<file path="src/rtl/pcseq_pkg.sv">
package pcseq_pkg;

  typedef enum logic [2:0] {
    FK_SEQ,
    FK_BEQ,
    FK_BNE,
    FK_JMP,
    FK_JAL,
    FK_JREG
  } flow_kind_e;

  localparam int OPC_W = 6;
  localparam int FN_W  = 6;

  localparam logic [OPC_W-1:0] OPC_SPECIAL = 6'h00;
  localparam logic [OPC_W-1:0] OPC_JMP     = 6'h02;
  localparam logic [OPC_W-1:0] OPC_JAL     = 6'h03;
  localparam logic [OPC_W-1:0] OPC_BEQ     = 6'h04;
  localparam logic [OPC_W-1:0] OPC_BNE     = 6'h05;
  localparam logic [FN_W-1:0]  FN_JREG     = 6'h08;

endpackage

</file>
<file path="src/rtl/pcseq_decode.sv">
module pcseq_decode
  import pcseq_pkg::*;
#(
  parameter int IW    = 32,
  parameter int OFF_W = 16,
  parameter int JF_W  = 26
) (
  input  logic [IW-1:0]    instr,
  output flow_kind_e       kind,
  output logic [OFF_W-1:0] offset,
  output logic [JF_W-1:0]  jfield
);

  localparam int OPC_LSB = IW - OPC_W;

  logic [OPC_W-1:0] opcode;
  logic [FN_W-1:0]  funct;

  assign opcode = instr[IW-1:OPC_LSB];
  assign funct  = instr[FN_W-1:0];
  assign offset = instr[OFF_W-1:0];
  assign jfield = instr[JF_W-1:0];

  always_comb begin
    kind = FK_SEQ;
    unique case (opcode)
      OPC_BEQ:     kind = FK_BEQ;
      OPC_BNE:     kind = FK_BNE;
      OPC_JMP:     kind = FK_JMP;
      OPC_JAL:     kind = FK_JAL;
      OPC_SPECIAL: kind = (funct == FN_JREG) ? FK_JREG : FK_SEQ;
      default:     kind = FK_SEQ;
    endcase
  end

endmodule

</file>
<file path="src/rtl/pcseq_target.sv">
module pcseq_target
  import pcseq_pkg::*;
#(
  parameter int XLEN  = 32,
  parameter int OFF_W = 16,
  parameter int JF_W  = 26
) (
  input  logic [XLEN-1:0]  pc,
  input  flow_kind_e       kind,
  input  logic [OFF_W-1:0] offset,
  input  logic [JF_W-1:0]  jfield,
  input  logic [XLEN-1:0]  rs_val,
  input  logic [XLEN-1:0]  rt_val,
  output logic [XLEN-1:0]  pc_inc,
  output logic [XLEN-1:0]  next_pc,
  output logic             redirect,
  output logic             link_req,
  output logic             bad_align
);

  localparam int             STEP  = XLEN / 8 / 4 * 4;
  localparam int             ALN_W = 2;
  localparam int             SEG_W = XLEN - JF_W - ALN_W;
  localparam int             EXT_W = XLEN - OFF_W - ALN_W;
  localparam logic [XLEN-1:0] STEP_V = XLEN'(STEP);

  logic [XLEN-1:0] br_disp;
  logic [XLEN-1:0] br_tgt;
  logic [XLEN-1:0] jp_tgt;
  logic            same;

  assign pc_inc  = pc + STEP_V;
  assign br_disp = {{EXT_W{offset[OFF_W-1]}}, offset, {ALN_W{1'b0}}};
  assign br_tgt  = pc_inc + br_disp;
  assign jp_tgt  = {pc_inc[XLEN-1 -: SEG_W], jfield, {ALN_W{1'b0}}};
  assign same    = (rs_val == rt_val);

  always_comb begin
    next_pc   = pc_inc;
    redirect  = 1'b0;
    link_req  = 1'b0;
    bad_align = 1'b0;
    unique case (kind)
      FK_BEQ: begin
        if (same) begin
          next_pc  = br_tgt;
          redirect = 1'b1;
        end
      end
      FK_BNE: begin
        if (!same) begin
          next_pc  = br_tgt;
          redirect = 1'b1;
        end
      end
      FK_JMP: begin
        next_pc  = jp_tgt;
        redirect = 1'b1;
      end
      FK_JAL: begin
        next_pc  = jp_tgt;
        redirect = 1'b1;
        link_req = 1'b1;
      end
      FK_JREG: begin
        next_pc   = rs_val;
        redirect  = 1'b1;
        bad_align = |rs_val[ALN_W-1:0];
      end
      default: begin
        next_pc = pc_inc;
      end
    endcase
  end

endmodule

</file>
<file path="src/rtl/pcseq_state.sv">
module pcseq_state #(
  parameter int              XLEN     = 32,
  parameter int              RIDX_W   = 5,
  parameter logic [XLEN-1:0] RESET_PC = 32'h0040_0000,
  parameter int              LINK_REG = 31
) (
  input  logic              clk,
  input  logic              rst,
  input  logic [XLEN-1:0]   next_pc,
  input  logic [XLEN-1:0]   ret_addr,
  input  logic              redirect,
  input  logic              link_req,
  input  logic              bad_align,
  output logic [XLEN-1:0]   pc_q,
  output logic              taken_q,
  output logic              link_we_q,
  output logic [RIDX_W-1:0] link_idx_q,
  output logic [XLEN-1:0]   link_data_q,
  output logic              misalign_q
);

  localparam logic [RIDX_W-1:0] LINK_IDX = RIDX_W'(LINK_REG);

  always_ff @(posedge clk) begin
    if (rst) begin
      pc_q        <= RESET_PC;
      taken_q     <= 1'b0;
      link_we_q   <= 1'b0;
      link_idx_q  <= '0;
      link_data_q <= '0;
      misalign_q  <= 1'b0;
    end else begin
      pc_q        <= next_pc;
      taken_q     <= redirect;
      link_we_q   <= link_req;
      link_idx_q  <= link_req ? LINK_IDX : '0;
      link_data_q <= link_req ? ret_addr : '0;
      misalign_q  <= bad_align;
    end
  end

  assert_link_pairs_R7: assert property (@(posedge clk) disable iff (rst)
    link_we_q |-> (taken_q && link_idx_q == LINK_IDX));

  assert_misalign_tgt_R9: assert property (@(posedge clk) disable iff (rst)
    misalign_q |-> (taken_q && pc_q[1:0] != 2'b00));

endmodule

</file>
<file path="src/rtl/pc_sequencer.sv">
module pc_sequencer
  import pcseq_pkg::*;
#(
  parameter int              XLEN     = 32,
  parameter int              RIDX_W   = 5,
  parameter logic [XLEN-1:0] RESET_PC = 32'h0040_0000,
  parameter int              LINK_REG = 31
) (
  input  logic              clk,
  input  logic              rst,
  input  logic [31:0]       instr_i,
  input  logic [XLEN-1:0]   rs_val_i,
  input  logic [XLEN-1:0]   rt_val_i,
  output logic [XLEN-1:0]   pc_o,
  output logic              taken_o,
  output logic              link_we_o,
  output logic [RIDX_W-1:0] link_idx_o,
  output logic [XLEN-1:0]   link_data_o,
  output logic              misalign_o
);

  localparam int              IW     = 32;
  localparam int              OFF_W  = 16;
  localparam int              JF_W   = 26;
  localparam logic [XLEN-1:0] STEP_V = XLEN'(4);

  flow_kind_e       kind;
  logic [OFF_W-1:0] offset;
  logic [JF_W-1:0]  jfield;
  logic [XLEN-1:0]  pc_inc;
  logic [XLEN-1:0]  next_pc;
  logic             redirect;
  logic             link_req;
  logic             bad_align;

  pcseq_decode #(.IW(IW), .OFF_W(OFF_W), .JF_W(JF_W)) u_dec (
    .instr  (instr_i),
    .kind   (kind),
    .offset (offset),
    .jfield (jfield)
  );

  pcseq_target #(.XLEN(XLEN), .OFF_W(OFF_W), .JF_W(JF_W)) u_tgt (
    .pc        (pc_o),
    .kind      (kind),
    .offset    (offset),
    .jfield    (jfield),
    .rs_val    (rs_val_i),
    .rt_val    (rt_val_i),
    .pc_inc    (pc_inc),
    .next_pc   (next_pc),
    .redirect  (redirect),
    .link_req  (link_req),
    .bad_align (bad_align)
  );

  pcseq_state #(
    .XLEN(XLEN), .RIDX_W(RIDX_W), .RESET_PC(RESET_PC), .LINK_REG(LINK_REG)
  ) u_st (
    .clk         (clk),
    .rst         (rst),
    .next_pc     (next_pc),
    .ret_addr    (pc_inc),
    .redirect    (redirect),
    .link_req    (link_req),
    .bad_align   (bad_align),
    .pc_q        (pc_o),
    .taken_q     (taken_o),
    .link_we_q   (link_we_o),
    .link_idx_q  (link_idx_o),
    .link_data_q (link_data_o),
    .misalign_q  (misalign_o)
  );

  assert_seq_step_R2: assert property (@(posedge clk) disable iff (rst)
    (!$past(rst) && !taken_o) |-> (pc_o == $past(pc_o) + STEP_V));

  assert_beq_taken_R3: assert property (@(posedge clk) disable iff (rst)
    (!$past(rst) && $past(instr_i[31:26]) == OPC_BEQ &&
     $past(rs_val_i) == $past(rt_val_i)) |-> taken_o);

  assert_bne_taken_R4: assert property (@(posedge clk) disable iff (rst)
    (!$past(rst) && $past(instr_i[31:26]) == OPC_BNE &&
     $past(rs_val_i) != $past(rt_val_i)) |-> taken_o);

  assert_jreg_dest_R8: assert property (@(posedge clk) disable iff (rst)
    (!$past(rst) && $past(instr_i[31:26]) == OPC_SPECIAL &&
     $past(instr_i[5:0]) == FN_JREG) |-> (taken_o && pc_o == $past(rs_val_i)));

  assert_link_data_R7: assert property (@(posedge clk) disable iff (rst)
    link_we_o |-> (link_data_o == $past(pc_o) + STEP_V));

endmodule

</file>
<file path="config.mk">
export PLATFORM = sky130hd
export DESIGN_NAME = pc_sequencer
export DESIGN_NICKNAME = d
export VERILOG_FILES = /design/src/rtl/pcseq_pkg.sv /design/src/rtl/pcseq_decode.sv /design/src/rtl/pcseq_target.sv /design/src/rtl/pcseq_state.sv /design/src/rtl/pc_sequencer.sv
export SDC_FILE = /design/constraint.sdc
export NUM_CORES = 1
export LEC_CHECK = 0
export BUFFER_PORTS_ARGS = -buffer_cell sky130_fd_sc_hd__buf_4
export CAP_MARGIN = 20
export CORE_ASPECT_RATIO = 0.5
export CORE_MARGIN = 4
export CORE_UTILIZATION = 36
export CTS_BUF_LIST = sky130_fd_sc_hd__clkbuf_8
export DETAILED_ROUTE_END_ITERATION = 6
export MAX_ROUTING_LAYER = met4
export PLACE_DENSITY = 0.63
export SYNTH_ARGS = -nofsm -noshare
export SYNTH_HDL_FRONTEND = slang
export SYNTH_SLANG_ARGS = --single-unit
</file>
<file path="constraint.sdc">
create_clock -name clk -period 4 [get_ports clk]
set_input_delay 0.2 -clock clk [delete_from_list [all_inputs] [get_ports clk]]
set_output_delay 0.2 -clock clk [all_outputs]
set_load 0.05 [all_outputs]
</file>
# [Yosys cells after proc, flatten, opt, wreduce, memory -nomap -nowiden]
# Index checks and enable logic that the tools add are counted.
[op_classes] n_mux=10 eq_ne=11 n_reduce_logical=6 bitwise_logic=2 addsub=2
[ops] cell="32-bit case mux with 4 select lines" n=1
[ops] cell="32-bit two-way mux" n=2
[ops] cell="32-bit by 3-bit adder with 32-bit output (second input constant)" n=1
[ops] cell="32-bit adder" n=1
[ops] cell="32-bit equality test" n=1
[ops] cell="3-bit case mux with 5 select lines" n=1
[ops] cell="6-bit by 2-bit equality test with 1-bit output (second input constant)" n=2
[ops] cell="6-bit by 3-bit equality test with 1-bit output (second input constant)" n=2
[ops] cell="2-bit OR reduction" n=4
[ops] cell="3-bit by 2-bit equality test with 1-bit output (second input constant)" n=2
[ops] cell="3-bit equality test (second input constant)" n=2
[ops] cell="6-bit by 4-bit equality test with 1-bit output (second input constant)" n=1
[ops] cell="6-bit logical NOT" n=1
[ops] cell="5-bit two-way mux" n=1
[ops] cell="3-bit by 1-bit equality test with 1-bit output (second input constant)" n=1
[ops] cell="1-bit two-way mux" n=3
[ops] cell="3-bit two-way mux" n=1
[ops] cell="1-bit case mux with 3 select lines" n=1
[ops] cell="3-bit OR reduction" n=1
[ops] cell="1-bit inverter" n=2
[totals] elab_cells=37 out_inout_bits=72 reg_bits=72

# [Depth between registers and ports, before layout]
[depth] word_depth=7 depth_mapped=15 ltp_nobuf=14

# [Hierarchy]
# A second synthesis with hierarchy kept.
[hier_totals] hier_cells=694 hier_area_um2=5821.8
[by_module_without_submodules] module="pcseq_target" n_inst=1 seq_area_each_um2=0.0 cells_each=492 area_each_um2=3469.6
[by_module_without_submodules] module="pcseq_state" n_inst=1 seq_area_each_um2=1341.3 cells_each=149 area_each_um2=1949.4
[by_module_without_submodules] module="pcseq_decode" n_inst=1 seq_area_each_um2=0.0 cells_each=53 area_each_um2=402.9

# [Worst setup path before layout]
# OpenSTA, ideal clock, no wires.
[synth_timing] path_type="register to register" start="register u_st.pc_q[8]" end="register u_st.pc_q[23]" arrival_ns=3.769 setup_slack_ns=0.109 required_time_ns=3.878 synth_period_minus_slack_ns=3.891 path_stages_with_launch=15 setup_ns=0.122 path_buffers=1 cell_sequence="dfxtp_1 > nand3_2 > or4_4 > nor2_1 > nand3_1 > xor2_1 > inv_1 > ha_1 > clkbuf_1 > and4_1 > and2_1 > a211oi_1 > a21bo_2 > xor2_1 > a221o_1"
[synth_between] elab_chain_len=4 word_cells_on_any_way=5
[synth_rtl] element="from (decl)" line_no="pcseq_state.sv:14" rtl="output logic [XLEN-1:0] pc_q,"
[synth_rtl] element="from (signal assigned)" line_no="pcseq_state.sv:33" rtl="pc_q <= next_pc;"
[synth_rtl] element="32-bit by 3-bit adder with 32-bit output (*)" line_no="pcseq_target.sv:32" rtl="assign pc_inc = pc + STEP_V;"
[synth_rtl] element="net pc_inc[21]" line_no="pc_sequencer.sv:30" rtl="logic [XLEN-1:0] pc_inc;"
[synth_rtl] element="32-bit adder (*)" line_no="pcseq_target.sv:34" rtl="assign br_tgt = pc_inc + br_disp;"
[synth_rtl] element="32-bit two-way mux, on equally long branches" line_no="pcseq_target.sv:51, pcseq_target.sv:45"
[synth_rtl] element="32-bit case mux with 4 select lines (*)" line_no="pcseq_target.sv:43" rtl="unique case (kind)"
# The timed path passes the listed nets; every way through them passes the cells marked *.
# A chain may end at the register's enable or synchronous reset.

# [Final worst setup path]
[layout_timing] start="register u_st.pc_q[5]" end="register u_st.pc_q[26]"
# Same word-level chain as after synthesis.

==> out/summary.md <==
### Worst setup path
- **Setup crit start kind** flip-flop
- **Most Frequent Cell on Critical Path** sky130_fd_sc_hd__nand2_1
- **instance count on the critical path** 14
- **FF-to-FF setup slack** 0.13 ns
- **WP buf/inv** 1
- **critical path's slowest cell** sky130_fd_sc_hd__ha_1
- **CP Capture Point** u_st.pc_q[26]
- **Critical Path Source** u_st.pc_q[5]
- **logic depth of the worst register-to-register path** 14
- **Slowest Stage Delay on Critical Path** 0.45 ns
- **Largest delay share family, worst path** compound AO/OA/AOI/OAI gates
- **Worst Setup End Kind** flip-flop
- **data arrival at the endpoint of the critical path** 4.12 ns
- **Worst Setup Path Type** reg2reg
- **crit-path cells** and4_1, nand3_1, nor3_1, buf_4, nand2_1, xnor2_2, ha_1, nand2_1, o21ai_0, nor2_1, a211o_1, a221oi_1, xor2_1, a221o_1
- **critical register-to-register path startpoint** u_st.pc_q[5]
- **biggest fanout along the worst timing path** 8
- **worst r2r dst** u_st.pc_q[26]
- **required time worst endpoint** 4.24 ns

### Layout
- **proportion of layout cells with a drive suffix above 1** 28.4%
- **Net count, final** 949
- **fin util** 50.2%
- **Inserted Diodes** 0
- **fill count** 1392
- **area growth from synthesis to layout** 34.0%

### Timing
- **final-layout setup total negative slack** 0 ns
- **worst hold slack after final layout** 0.132 ns
- **Layout Skew** 0.00772 ns
- **setup repair after global routing missed its margin** true
- **Slew @ Worst Pin** 0.812 ns
- **final hold vios** 0
- **Tcrit/Tclk final** 96.9%
- **upper clock frequency limit** 258 MHz
- **setup slack after layout** 0.126 ns
- **count of final max-slew check failures** 0
- **final worst path period need** 3.87 ns
- **number of failing setup endpoints in the final timing report** 0
- **headroom to the max-slew limit** 45.8%

### Placed design
- **worst slack at placement** 0.106 ns
- **GPL Wtd Cong** 0.991
- **HPWL reported at the end of detailed placement** 15800 µm
- **PortBufs** 169

### Synthesis
- **async set or reset register ratio after synthesis** 0%
- **top flip-flop cell by instance count after synthesis** sky130_fd_sc_hd__dfxtp_1
- **most common cell in the netlist** sky130_fd_sc_hd__dfxtp_1
- **count of different cell masters after synthesis** 68
- **sequential-to-total area share from yosys stat** 26.0%
- **cells taking the most area after synthesis** sky130_fd_sc_hd__dfxtp_1 26%, sky130_fd_sc_hd__xor2_1 9.2%, sky130_fd_sc_hd__ha_1 8.5%, sky130_fd_sc_hd__xnor2_1 4.8%, sky130_fd_sc_hd__a21oi_1 4.2%
- **library cell occupying the most area in the post-synthesis netlist** sky130_fd_sc_hd__dfxtp_1
- **syn avg cell area** 8.04 µm²
- **number of nets produced by synthesis** 776
- **top post-synthesis cells by count** 67 x sky130_fd_sc_hd__dfxtp_1, 54 x sky130_fd_sc_hd__nor2_1, 54 x sky130_fd_sc_hd__xor2_1
- **count of synthesis-stage warnings from yosys** 0
- **Cells after Synth** 642
- **area fraction of the dominant cell type after synthesis** 26.0%
- **post-synthesis instance area** 0.00516 mm²
- **number of synthesized flops with an enable pin** 0
- **Yosys reg bits** 67

### Clocking
- **maximum buffer depth of the clock tree** 2
- **Num Clock Sinks** 67
- **number of buffers inserted to repair setup after CTS** 0
- **clock-pin slew reported for the worst setup and hold paths after clock tree synthesis** 0.07 ns
- **cell at the root of the clock tree** sky130_fd_sc_hd__clkbuf_8
- **clock tree from TritonCTS** done
- **number of buffers created by CTS** 9
- **CTS hold repair buffers** 0
- **number of levels the H-tree was split into** 3
- **later-pin clock latency in the skew report** 0.36 ns

### Detailed routing
- **via count** 5593
- **DRC violations left** 0
- **post-detailed-route via-to-cell ratio** 5.54
- **remaining antenna violation count after routing** 0
- **average wire per standard cell** 20.0 µm
- **total iterations of the first detailed-routing run** 5
- **Routed Wire Length** 20200 µm
- **DRC violation total after the first TritonRoute iteration** 467

### Floorplanning
- **die extent in x** 177 µm
- **Core Rows** 30
- **Core Box Area** 0.0138 mm²
- **Die ar.** 0.0164 mm²
- **Die Span Y** 92.7 µm
- **IO Pins** 170
- **effective utilization at floorplan** 37.5%

### Global routing
- **wire length of the first global-routing pass** 30200 µm
- **initial antenna violation count** 0
- **aggregate global routing overflow** 0
- **gr usage total** 24.4%
- **number of global-route vias before repair** 5266
- **largest net degree at the start of global routing** 44

### Hold path
- **worst hold path class** in2reg

### Power
- **PwrDens** 232 mW/mm²
- **Leak Pwr** 0.00317 µW
- **Worst VDD drop** 0.121 mV
- **Overall Power** 1610 µW

### Run status
- **outcome** finished, final reports clean

### Flow run
- **Maximum Capacitance Violations** 0

final cells by class:
class | instances | area, µm² | share of cell area (%)
multi-input cells | 513 | 3580 | 51.8
repair buffers | 199 | 1490 | 21.6
flip-flops and latches | 67 | 1340 | 19.4
well taps | 192 | 240 | 3.47
clock buffers | 11 | 151 | 2.19
inverters | 25 | 93.8 | 1.36
clock inverters | 3 | 15.0 | 0.217
kinds of logic after synthesis:
logic type	synth area share (%)
DFF	26.0
adders and majority gates	8.87
muxes	0.194
and+or+nand+nor	22.1
xor gates and xnor gates	14.2
AOI/OAI and AO/OA	23.2
buffers and inverters	5.41
how the worst min path moves through the flow:
stage | from | to | slack, ns | depth (start not counted)
after global placement | rs_val_i[0] | u_st.pc_q[0] | 0.48 | 3
after floorplan | rs_val_i[0] | u_st.pc_q[0] | 0.36 | 2
after global routing | rs_val_i[1] | u_st.pc_q[1] | 0.11 | 3
final | rs_val_i[1] | u_st.pc_q[1] | 0.13 | 3
after detailed placement | u_st.pc_q[1] | u_st.link_data_q[1] | 0.48 | 1
after CTS | rs_val_i[1] | u_st.pc_q[1] | 0.11 | 3
what timing repair did:
item / CTS / global route
endpoints found under the hold margin: 0 / 0
setup endpoints to repair: 0 / 5
resized for setup: 0 / 10
power by group:
group	switching [µW]	total [µW]	internal, µW
Clock	271	520	249
Sequential	10.5	686	675
Combinational	223	400	177
Total	504	1610	1100
layer usage:
layer | up-vias | track usage, % | wire length (µm)
met5 | - | - | 0
met4 | 0 | 5.59 | 301
met3 | 22 | 4.61 | 1630
met1 | 2675 | 32.9 | 8930
li1 | 2659 | - | -
met2 | 237 | 38.0 | 9310
stage by stage:
stage,cells,area [µm²]
after detailed placement,996,6710
final,1010,6920
after global routing,1010,6920
after floorplan,642,5160
after CTS,1010,6880
after global placement,996,6710
flip-flops by register name (all words and copies together), names as in the netlist:
register          count
u_st.link_data_q     32
u_st.link_idx_q       1
u_st.taken_q          1
u_st.misalign_q       1
u_st.pc_q            32
placed cells by master (no fill, tap or decap), types with 4 or more instances in the layout:
| master | instances |
|---|---|
| sky130_fd_sc_hd__a211oi_1 | 4 |
| sky130_fd_sc_hd__a21o_1 | 9 |
| sky130_fd_sc_hd__a21oi_1 | 43 |
| sky130_fd_sc_hd__a221o_1 | 7 |
| sky130_fd_sc_hd__a22oi_1 | 25 |
| sky130_fd_sc_hd__a31oi_1 | 10 |
| sky130_fd_sc_hd__and2_1 | 25 |
| sky130_fd_sc_hd__and3_1 | 8 |
| sky130_fd_sc_hd__and4_1 | 6 |
| sky130_fd_sc_hd__buf_4 | 199 |
| sky130_fd_sc_hd__clkbuf_8 | 11 |
| sky130_fd_sc_hd__dfxtp_1 | 67 |
| sky130_fd_sc_hd__ha_1 | 34 |
| sky130_fd_sc_hd__inv_1 | 24 |
| sky130_fd_sc_hd__nand2_1 | 39 |
| sky130_fd_sc_hd__nand2b_1 | 9 |
| sky130_fd_sc_hd__nand3_1 | 31 |
| sky130_fd_sc_hd__nand4_1 | 13 |
| sky130_fd_sc_hd__nor2_1 | 53 |
| sky130_fd_sc_hd__nor3_1 | 8 |
| sky130_fd_sc_hd__nor4_1 | 13 |
| sky130_fd_sc_hd__o211ai_1 | 5 |
| sky130_fd_sc_hd__o21a_1 | 17 |
| sky130_fd_sc_hd__o21ai_0 | 14 |
| sky130_fd_sc_hd__o21ai_1 | 4 |
| sky130_fd_sc_hd__xnor2_1 | 26 |
| sky130_fd_sc_hd__xor2_1 | 54 |
worst reg2reg max path, delay by kind of cell (launching register included):
kind	cells	cell delay (ns)
AND/OR/NAND/NOR	6	1.09
XOR/XNOR	2	0.35
buffers and inverters	1	0.16
flip-flops	1	0.41
adder cells (fa/ha/maj)	1	0.45
AO/OA/AOI/OAI	4	1.32
(Power assumes the default switching activity.)
